$ cat src/rtl/hdtx_pkg.sv
package hdtx_pkg;

    localparam int WORD_W = 10;
    localparam int TAP_A  = 4;
    localparam int TAP_B  = 9;

    typedef enum logic {
        S_IDLE  = 1'b0,
        S_SHIFT = 1'b1
    } fr_state_e;

endpackage

$ cat src/rtl/hdtx_framer.sv
module hdtx_framer
    import hdtx_pkg::*;
#(
    parameter int WORD_W = hdtx_pkg::WORD_W
) (
    input  logic              clk,
    input  logic              rst_n,
    input  logic              bit_en,
    input  logic              word_ld,
    input  logic [WORD_W-1:0] word_in,
    output logic              raw_bit
);

    localparam int CW = $clog2(WORD_W + 1);
    localparam logic [CW-1:0] LAST = CW'(WORD_W);

    fr_state_e         state_q, state_d;
    logic [CW-1:0]     cnt_q, cnt_d;
    logic [WORD_W-1:0] sh_q, sh_d;
    logic              boundary;
    logic              take;

    assign boundary = (state_q == S_IDLE) || (cnt_q == LAST);
    assign take     = bit_en && word_ld && boundary;

    // next-state process
    always_comb begin
        state_d = state_q;
        unique case (state_q)
            S_IDLE:  if (take) state_d = S_SHIFT;          // T_START / T_WAIT
            S_SHIFT: if (boundary && !take) state_d = S_IDLE; // T_DRAIN, else T_NEXT / T_RELOAD
            default: state_d = S_IDLE;
        endcase
    end

    // output and datapath process
    always_comb begin
        cnt_d   = '0;
        sh_d    = sh_q;
        raw_bit = 1'b0;
        if (take) begin
            raw_bit = word_in[0];
            sh_d    = word_in >> 1;
            cnt_d   = CW'(1);
        end else begin
            unique case (state_q)
                S_SHIFT: begin
                    if (!boundary) begin
                        raw_bit = sh_q[0];
                        sh_d    = sh_q >> 1;
                        cnt_d   = cnt_q + CW'(1);
                    end
                end
                S_IDLE:  raw_bit = 1'b0;
                default: raw_bit = 1'b0;
            endcase
        end
    end

    // state register
    always_ff @(posedge clk) begin
        if (!rst_n) begin
            state_q <= S_IDLE;
            cnt_q   <= '0;
            sh_q    <= '0;
        end else if (bit_en) begin
            state_q <= state_d;
            cnt_q   <= cnt_d;
            sh_q    <= sh_d;
        end
    end

    // bit count never passes the word width
    a_r3_count_bound: assert property (@(posedge clk) disable iff (!rst_n)
        cnt_q <= LAST);

    // mid-word enables advance the count by exactly one
    a_r3_count_step: assert property (@(posedge clk) disable iff (!rst_n)
        (bit_en && state_q == S_SHIFT && cnt_q != LAST) |=> cnt_q == $past(cnt_q) + CW'(1));

    // no reload while bits remain
    a_r4_no_mid_load: assert property (@(posedge clk) disable iff (!rst_n)
        (bit_en && word_ld && state_q == S_SHIFT && cnt_q != LAST && cnt_q != CW'(0))
        |=> cnt_q != CW'(1));

    // idle with nothing offered stays idle
    a_r5_idle_wait: assert property (@(posedge clk) disable iff (!rst_n)
        (bit_en && state_q == S_IDLE && !word_ld) |=> state_q == S_IDLE);

endmodule

$ cat src/rtl/hdtx_scrambler.sv
module hdtx_scrambler #(
    parameter int TAP_A = hdtx_pkg::TAP_A,
    parameter int TAP_B = hdtx_pkg::TAP_B
) (
    input  logic clk,
    input  logic rst_n,
    input  logic adv,
    input  logic din,
    output logic dout
);

    logic [TAP_B-1:0] hist_q;

    // hist_q[k] holds the output from k+1 bits ago
    assign dout = din ^ hist_q[TAP_A-1] ^ hist_q[TAP_B-1];

    always_ff @(posedge clk) begin
        if (!rst_n) begin
            hist_q <= '0;
        end else if (adv) begin
            hist_q <= {hist_q[TAP_B-2:0], dout};
        end
    end

    // history frozen when not advancing
    a_r8_hist_hold: assert property (@(posedge clk) disable iff (!rst_n)
        !adv |=> $stable(hist_q));

    // history ages by one position per advance
    a_r6_hist_age: assert property (@(posedge clk) disable iff (!rst_n)
        adv |=> hist_q[TAP_B-1:1] == $past(hist_q[TAP_B-2:0]));

endmodule

$ cat src/rtl/hdtx_nrzi.sv
module hdtx_nrzi (
    input  logic clk,
    input  logic rst_n,
    input  logic adv,
    input  logic din,
    output logic dout
);

    logic lvl_q;

    assign dout = din ^ lvl_q;

    always_ff @(posedge clk) begin
        if (!rst_n) begin
            lvl_q <= 1'b0;
        end else if (adv) begin
            lvl_q <= dout;
        end
    end

    // a one toggles the level
    a_r7_one_toggles: assert property (@(posedge clk) disable iff (!rst_n)
        (adv && din) |=> lvl_q != $past(lvl_q));

    // a zero keeps the level
    a_r7_zero_holds: assert property (@(posedge clk) disable iff (!rst_n)
        (adv && !din) |=> $stable(lvl_q));

endmodule

$ cat src/rtl/hd_serial_tx.sv
module hd_serial_tx #(
    parameter int WORD_W = hdtx_pkg::WORD_W,
    parameter int TAP_A  = hdtx_pkg::TAP_A,
    parameter int TAP_B  = hdtx_pkg::TAP_B
) (
    input  logic              clk,
    input  logic              rst_n,
    input  logic              bit_en,
    input  logic              word_ld,
    input  logic [WORD_W-1:0] word_in,
    input  logic              bypass,
    output logic              sdo
);

    logic raw_bit;
    logic scr_bit;
    logic line_bit;
    logic code_adv;
    logic sdo_q;

    assign code_adv = bit_en && !bypass;

    hdtx_framer #(.WORD_W(WORD_W)) u_framer (
        .clk     (clk),
        .rst_n   (rst_n),
        .bit_en  (bit_en),
        .word_ld (word_ld),
        .word_in (word_in),
        .raw_bit (raw_bit)
    );

    hdtx_scrambler #(.TAP_A(TAP_A), .TAP_B(TAP_B)) u_scr (
        .clk   (clk),
        .rst_n (rst_n),
        .adv   (code_adv),
        .din   (raw_bit),
        .dout  (scr_bit)
    );

    hdtx_nrzi u_nrzi (
        .clk   (clk),
        .rst_n (rst_n),
        .adv   (code_adv),
        .din   (scr_bit),
        .dout  (line_bit)
    );

    always_ff @(posedge clk) begin
        if (!rst_n) begin
            sdo_q <= 1'b0;
        end else if (bit_en) begin
            sdo_q <= bypass ? raw_bit : line_bit;
        end
    end

    assign sdo = sdo_q;

    // output low on the first cycle out of reset
    a_r1_reset_low: assert property (@(posedge clk)
        $rose(rst_n) |-> sdo_q == 1'b0);

    // no enable, no change
    a_r2_gated: assert property (@(posedge clk) disable iff (!rst_n)
        !bit_en |=> $stable(sdo_q));

    // bypass shows the raw bit
    a_r8_raw_out: assert property (@(posedge clk) disable iff (!rst_n)
        (bit_en && bypass) |=> sdo_q == $past(raw_bit));

endmodule

$ cat config.mk
export PLATFORM = sky130hd
export DESIGN_NAME = hd_serial_tx
export DESIGN_NICKNAME = d
export VERILOG_FILES = /design/src/rtl/hdtx_pkg.sv /design/src/rtl/hdtx_framer.sv /design/src/rtl/hdtx_scrambler.sv /design/src/rtl/hdtx_nrzi.sv /design/src/rtl/hd_serial_tx.sv
export SDC_FILE = /design/constraint.sdc
export NUM_CORES = 1
export LEC_CHECK = 0
export BUFFER_PORTS_ARGS = -buffer_cell sky130_fd_sc_hd__buf_2
export CAP_MARGIN = 0
export CORE_MARGIN = 1
export CORE_UTILIZATION = 55
export DETAILED_ROUTE_END_ITERATION = 10
export GPL_ROUTABILITY_DRIVEN = 1
export PLACE_DENSITY = 0.83
export SYNTH_ARGS = -nofsm -noshare
export SYNTH_HDL_FRONTEND = slang
export SYNTH_SLANG_ARGS = --single-unit
export TNS_END_PERCENT = 100
$ cat constraint.sdc
create_clock -name clk -period 4.7 [get_ports clk]
set_input_delay 0.94 -clock clk [delete_from_list [all_inputs] [get_ports clk]]
set_output_delay 0.94 -clock clk [all_outputs]
set_load 0.01 [all_outputs]
==> run metrics, run 1 <==
status=complete, no violations; Setup crit start kind=register; Num CTS Buffers=3; MaxCap Viol Count=0; Seq/Total Area, Yosys=a little over two fifths; largest net degree at the start of global routing=28; total clock sinks=25; Mapped Area=around 1200 µm²; htree depth=1; Final period util=45.4%; P_sw=just over 90 µW; Crit. End Element=register; CTS Root Cell=clkbuf_4; ANT nets after route=0; most common cell after layout, fill and taps aside=dfxtp_1; share of cells above drive strength 1=between 10% and 20%; P_leak=~0.47 nW; syn avg cell area=8.58 µm²; worst relative slew slack=53.4%; Total GRT Usage=21.3%; worst min-delay path class=reg -> reg; setup TNS=0 ns; Top delay family on crit path=simple AND/OR/NAND/NOR gates; post-synthesis simple-gate area fraction=23.1%; die area=2370 µm²; Synth Warn #=0; Synth async-reset ratio=0%; sw frac=25.1%; Core ar.=2000 µm²; R2R cell count=7; initial detailed-routing violation count=18; Max VDD drop=231 µV; CTS Buffer Depth=2; post-DP HPWL=~1500 µm; Mapped Cells=140; RePlAce Congestion=0.745; Cell Rows=16; synthesized-area fraction occupied by xor and xnor cells=0.729%; Worst EP required=~4.9 ns; Area contributors post-synth=dfxtp_1, o21ai_0, a21boi_0, nand2_1, nand3b_1; top-area cell type share of the netlist area=41.7%; combinational share of power=12.2%; Mapped Nets=157; drt pass-1 iters=4; mux share of post-synthesis cell area=under 10%; pin slew with the least headroom to its limit=0.697 ns; Power Density=284 nW/µm²; Skew-Pair Late Insertion Delay=~0.32 ns; grt ovf=0; PortBufs=15; Slew Viols, Final=0; initial core utilization=approximately three fifths; Post-DP Area=1260 µm²; r2r setup slk=2.56 ns; CP Cell Sequence=inv_1 > ha_1 > nand3b_1 > nand2_1 > a221oi_2 > or2_1 > o211ai_1; Yosys cell types=35; cts repair resizes=0; Tmin final=2.14 ns; unrepaired setup endpoints after global routing=false; Critical path origin=u_framer.cnt_q[0]$_SDFFE_PN0P_; drt wl/cell=approximately 12 µm; Ports=16; Antenna Cells=0; Seq pwr share=61.9%; width of the die=a little under 50 µm; Layout area overhead=6.77%; Vias/cell=5.75; DRC=0; Bufs and invs on worst path=1; P_int=approximately 270 µW; commonest non-fill, non-tap cells in the layout=dfxtp_1, nand2_1, o21ai_0; postcts setup bufs=0; initial antenna violation count=0; clock network power share=25.8%; Critical-path top delay cell=a221oi_2; Synth Area in Compound Gates=25.8%; Max Freq=468 MHz; hold buffers post-CTS=0; Reg clk slew, reported paths=0.13 ns; CP Depth=7; post-route design area=1280 µm²; layout net count=168; vias=slightly above 1000; number of synthesized flops with an enable pin=0; CTS tree=yes; Crit path arrival time=2.35 ns; peak per-stage delay on the critical path=0.46 ns; endpoints failing setup=0; CP max FO=24; worst r2r dst=sdo$_SDFFE_PN0P_; global-route wire length before repair=3970 µm; CP endpoint=sdo$_SDFFE_PN0P_; Die Ht=48.7 µm; largest family of logic cells by synthesized area=compound AO/OA/AOI/OAI gates; Primary FF master, synth=dfxtp_1; Post-Synth Adder-Cell Area=2.08%; final hold vios=0; worst r2r src=u_framer.cnt_q[0]$_SDFFE_PN0P_; number of global-route vias before repair=948; area leader, netlist=dfxtp_1; fillers=186; Setup Crit Path Kind=reg -> reg; Setup Skew=0.00722 ns; routed wire length=2180 µm; #FFs+latches synth=25
-- cell families after synthesis --
kind of cell,Yosys count
buf+inv,10
flops,25
simple gates,50
compound gates,50
fa+ha+maj,2
xor+xnor,1
mux,2
-- synthesized netlist by cell type (3+ instances only) --
master and n:
nor2b_1 3, clkbuf_1 4, nand3b_1 9, a21oi_1 10, nand2_1 22, dfxtp_1 25, o21ai_0 20, a21boi_0 11
-- worst register-to-register path: stages (launching register included) --
cell,delay [ns]
dfxtp_1,0.40
inv_1,0.07
ha_1,0.20
nand3b_1,0.17
nand2_1,0.45
a221oi_2,0.46
or2_1,0.18
o211ai_1,0.10
-- stage by stage --
| step | setup WS, ns | hold WS (ns) | utilization (%) | power (mW) | std cells |
|---|---|---|---|---|---|
| CTS | 2.57 | 0.481 | 64.1 | 0.368 | 177 |
| global route | 2.35 | 0.504 | 64.1 | 0.384 | 177 |
| finish | 2.56 | 0.478 | 64.1 | 0.364 | 177 |
| floorplan | 2.76 | 0.441 | - | 0.263 | 140 |
| global placement | 2.37 | 0.449 | 62.7 | 0.272 | 173 |
| detailed placement | 2.29 | 0.463 | 62.7 | 0.274 | 173 |
-- state kept, by name (all words and copies together), names as in the netlist --
signal,count
u_nrzi.lvl_q,1
u_framer.sh_q,9
sdo,1
u_framer.state_q,1
u_framer.cnt_q,4
u_scr.hist_q,9
-- per-layer routing --
layer	share of wire, %	GRT usage (%)	vias to the layer above
li1	-	-	514
met1	48	25.9	470
met2	46	35.9	28
met3	4.1	6.60	6
met4	1.6	5.88	0
met5	0	0	-
-- worst min-delay path by stage --
stage	start	to	cells after the start
finish	u_scr.hist_q[0]$_SDFFE_PN0P_	u_scr.hist_q[1]$_SDFFE_PN0P_	2
detailed placement	u_scr.hist_q[0]$_SDFFE_PN0P_	u_scr.hist_q[1]$_SDFFE_PN0P_	2
CTS	u_scr.hist_q[0]$_SDFFE_PN0P_	u_scr.hist_q[1]$_SDFFE_PN0P_	2
global route	u_scr.hist_q[6]$_SDFFE_PN0P_	u_scr.hist_q[7]$_SDFFE_PN0P_	2
floorplan	u_scr.hist_q[5]$_SDFFE_PN0P_	u_scr.hist_q[6]$_SDFFE_PN0P_	2
global placement	u_scr.hist_q[7]$_SDFFE_PN0P_	u_scr.hist_q[8]$_SDFFE_PN0P_	2
-- final cells by class --
cell class	instances	area (µm²)	area share (%)
repair buffers	15	75.1	5.85
multi-input cells	105	643	50.1
inverters	1	3.75	0.293
well taps	27	33.8	2.63
flip-flops and latches	25	500	39.0
clock buffers	4	26.3	2.05
-- power groups by stage --
stage	Sequential (mW)	Combinational, mW	Clock, mW
3_3_place_gp	0.229	0.0426	0
2_1_floorplan	0.229	0.0338	0
6_report	0.225	0.0445	0.0940
3_5_place_dp	0.230	0.0441	0
4_1_cts	0.225	0.0445	0.0988
5_1_grt	0.227	0.0504	0.107
(Power assumes the default switching activity.)
==> run 2, diff against run 1 <==
--- a/config.mk
+++ b/config.mk
@@ -8,10 +8,10 @@
 export BUFFER_PORTS_ARGS = -buffer_cell sky130_fd_sc_hd__buf_2
 export CAP_MARGIN = 0
 export CORE_MARGIN = 1
-export CORE_UTILIZATION = 55
+export CORE_UTILIZATION = 50
 export DETAILED_ROUTE_END_ITERATION = 10
 export GPL_ROUTABILITY_DRIVEN = 1
-export PLACE_DENSITY = 0.83
+export PLACE_DENSITY = 0.79
 export SYNTH_ARGS = -nofsm -noshare
 export SYNTH_HDL_FRONTEND = slang
 export SYNTH_SLANG_ARGS = --single-unit
==> constraint.sdc (replaced) <==
create_clock -name clk -period 1.9 [get_ports clk]
set_input_delay 0.38 -clock clk [delete_from_list [all_inputs] [get_ports clk]]
set_output_delay 0.38 -clock clk [all_outputs]
set_load 0.01 [all_outputs]
==> run metrics, run 2 (synthesis results as in run 1) <==
post-DP HPWL=1600 µm (+9.0%); Core ar.=2230 µm² (+12%); Max Freq=591 MHz (+26%); Final period util=89.0% (+44 points); drt pass-1 iters=4 (unchanged); P_leak=0.489 nW (+4.1%); Crit. End Element=register; drt wl/cell=12.7 µm (+3.2%); Critical-path top delay cell=dfxtp_1; CP max FO=5 (-79%); Max VDD drop=378 µV (+63%); combinational share of power=13.0% (+0.8 points); clock network power share=25.4% (-0.4 points); final core occ=58.8% (-5.2 points); Slew Viols, Final=0 (unchanged); sw frac=25.0% (-0.12 points); endpoints failing setup=0 (unchanged); worst min-delay path class=in -> reg; fin cells=182 (+2.8%); grt ovf=0 (unchanged); width of the die=51.0 µm (+4.7%); MaxCap Viol Count=0 (unchanged); Setup Crit Path Kind=reg -> reg; share of cells above drive strength 1=18.8% (+2.2 points); Ports=16 (unchanged); status=complete, no violations; total clock sinks=25 (unchanged); setup TNS=0 ns (unchanged); global-route wire length before repair=4270 µm (+7.5%); RePlAce Congestion=0.787 (+5.6%); Cell Rows=17 (+1); Die Ht=51.0 µm (+4.7%); Top Registers=u_framer.sh_q: 9 flops, u_scr.hist_q: 9 flops, u_framer.cnt_q: 4 flops; initial antenna violation count=0 (unchanged); P_sw=226 µW (+150%); number of global-route vias before repair=1006 (+6.1%); Layout area overhead=9.38%; commonest non-fill, non-tap cells in the layout=dfxtp_1, nand2_1, o21ai_0; peak per-stage delay on the critical path=0.42 ns (-0.04 ns); Num CTS Buffers=3 (unchanged); die area=2600 µm² (+9.6%); initial core utilization=53.8% (-6.2 points); ANT nets after route=0 (unchanged); Setup crit start kind=register; postcts setup bufs=0 (unchanged); CTS tree=yes; routed wire length=2320 µm (+6.1%); cts repair resizes=0 (unchanged); pin slew with the least headroom to its limit=0.287 ns (-0.410 ns); P_int=680 µW (+150%); CP Cell Sequence=inv_1 > ha_1 > nand3b_1 > nand2_1 > a221oi_2 > or2_1 > o21ai_0; Crit path arrival time=1.89 ns (-0.46 ns); Power Density=689 nW/µm² (+140%); Reg clk slew, reported paths=0.13 ns (about the same); Seq pwr share=61.6% (-0.3 points); CTS Buffer Depth=2 (unchanged); Placed Instances=178 (+2.9%); worst relative slew slack=80.8% (+27 points); initial detailed-routing violation count=24 (+6); vias=1057 (+3.8%); Antenna Cells=0 (unchanged); hold buffers post-CTS=0 (unchanged); most common cell after layout, fill and taps aside=dfxtp_1; Total GRT Usage=21.4% (+0.18 points); PortBufs=15 (unchanged); largest net degree at the start of global routing=24 (-14%); Setup Skew=0.00110 ns (-0.00612 ns); final hold vios=0 (unchanged); Skew-Pair Late Insertion Delay=0.30 ns (-0.02 ns); Tmin final=1.69 ns (-0.444 ns); DRC=0 (unchanged); htree depth=1 (unchanged); CTS Root Cell=clkbuf_4; layout net count=172 (+2.4%); Worst EP required=2.10 ns (-2.81 ns); unrepaired setup endpoints after global routing=false; Vias/cell=5.81 (+0.98%)
==> run 2: cell types whose count changed in the layout (fill, tap and decap cells not counted) <==
cell,change
buf_4,+4
==> run 2: path summary, 6_finish.rpt <==
path	cells after the start	start	slack [ns]	end
max	7	u_framer.cnt_q[0]$_SDFFE_PN0P_	0.21	u_nrzi.lvl_q$_SDFFE_PN0P_
min	3	word_in[9]	0.37	u_framer.sh_q[8]$_SDFFE_PN0P_
max reg2reg	7	u_framer.cnt_q[0]$_SDFFE_PN0P_	0.21	u_nrzi.lvl_q$_SDFFE_PN0P_
min reg2reg	2	u_scr.hist_q[5]$_SDFFE_PN0P_	0.47	u_scr.hist_q[5]$_SDFFE_PN0P_
==> run 2: power by group through the flow <==
stage / logic [mW] / clock network [mW] / registers (mW)
3_5_place_dp: 0.117 / 0 / 0.569
3_3_place_gp: 0.113 / 0 / 0.568
2_1_floorplan: 0.0836 / 0 / 0.566
4_1_cts: 0.118 / 0.234 / 0.557
6_report: 0.118 / 0.230 / 0.558
5_1_grt: 0.135 / 0.257 / 0.561
==> run 2: area by class of cell <==
type	instances	area (µm²)
multi-input combinational	105	643
tap	28	35.0
clock buffer	4	26.3
sequential	25	500
timing repair buffer	19	105
inverter	1	3.75
fill	217	920
==> run 2: metrics by stage <==
step	instance area, µm²	total power, mW	setup slack (ns)	hold slack (ns)
after floorplan	1200	0.649	0.400	0.441
after global placement	1290	0.681	0.237	0.446
after detailed placement	1290	0.686	0.173	0.462
after CTS	1310	0.910	0.223	0.371
after global routing	1310	0.953	0.0491	0.369
final	1310	0.906	0.209	0.366
==> run 2: metal layers <==
| layer | vias to the layer above | global-route usage [%] | wire [µm] |
|---|---|---|---|
| met4 | 0 | 7.41 | 8 |
| li1 | 524 | - | - |
| met2 | 18 | 37.7 | 1190 |
| met1 | 513 | 26.6 | 1060 |
| met5 | - | 0 | 0 |
| met3 | 2 | 2.68 | 57 |
==> run 2: worst max-delay path: cells and delay by family (launching register included) <==
family                     cells  cell delay [ns]
and+or+nand+nor                3             0.47
AOI/OAI and AO/OA              2             0.43
DFF                            1             0.42
adders and majority gates      1             0.20
buffers and inverters          1             0.06
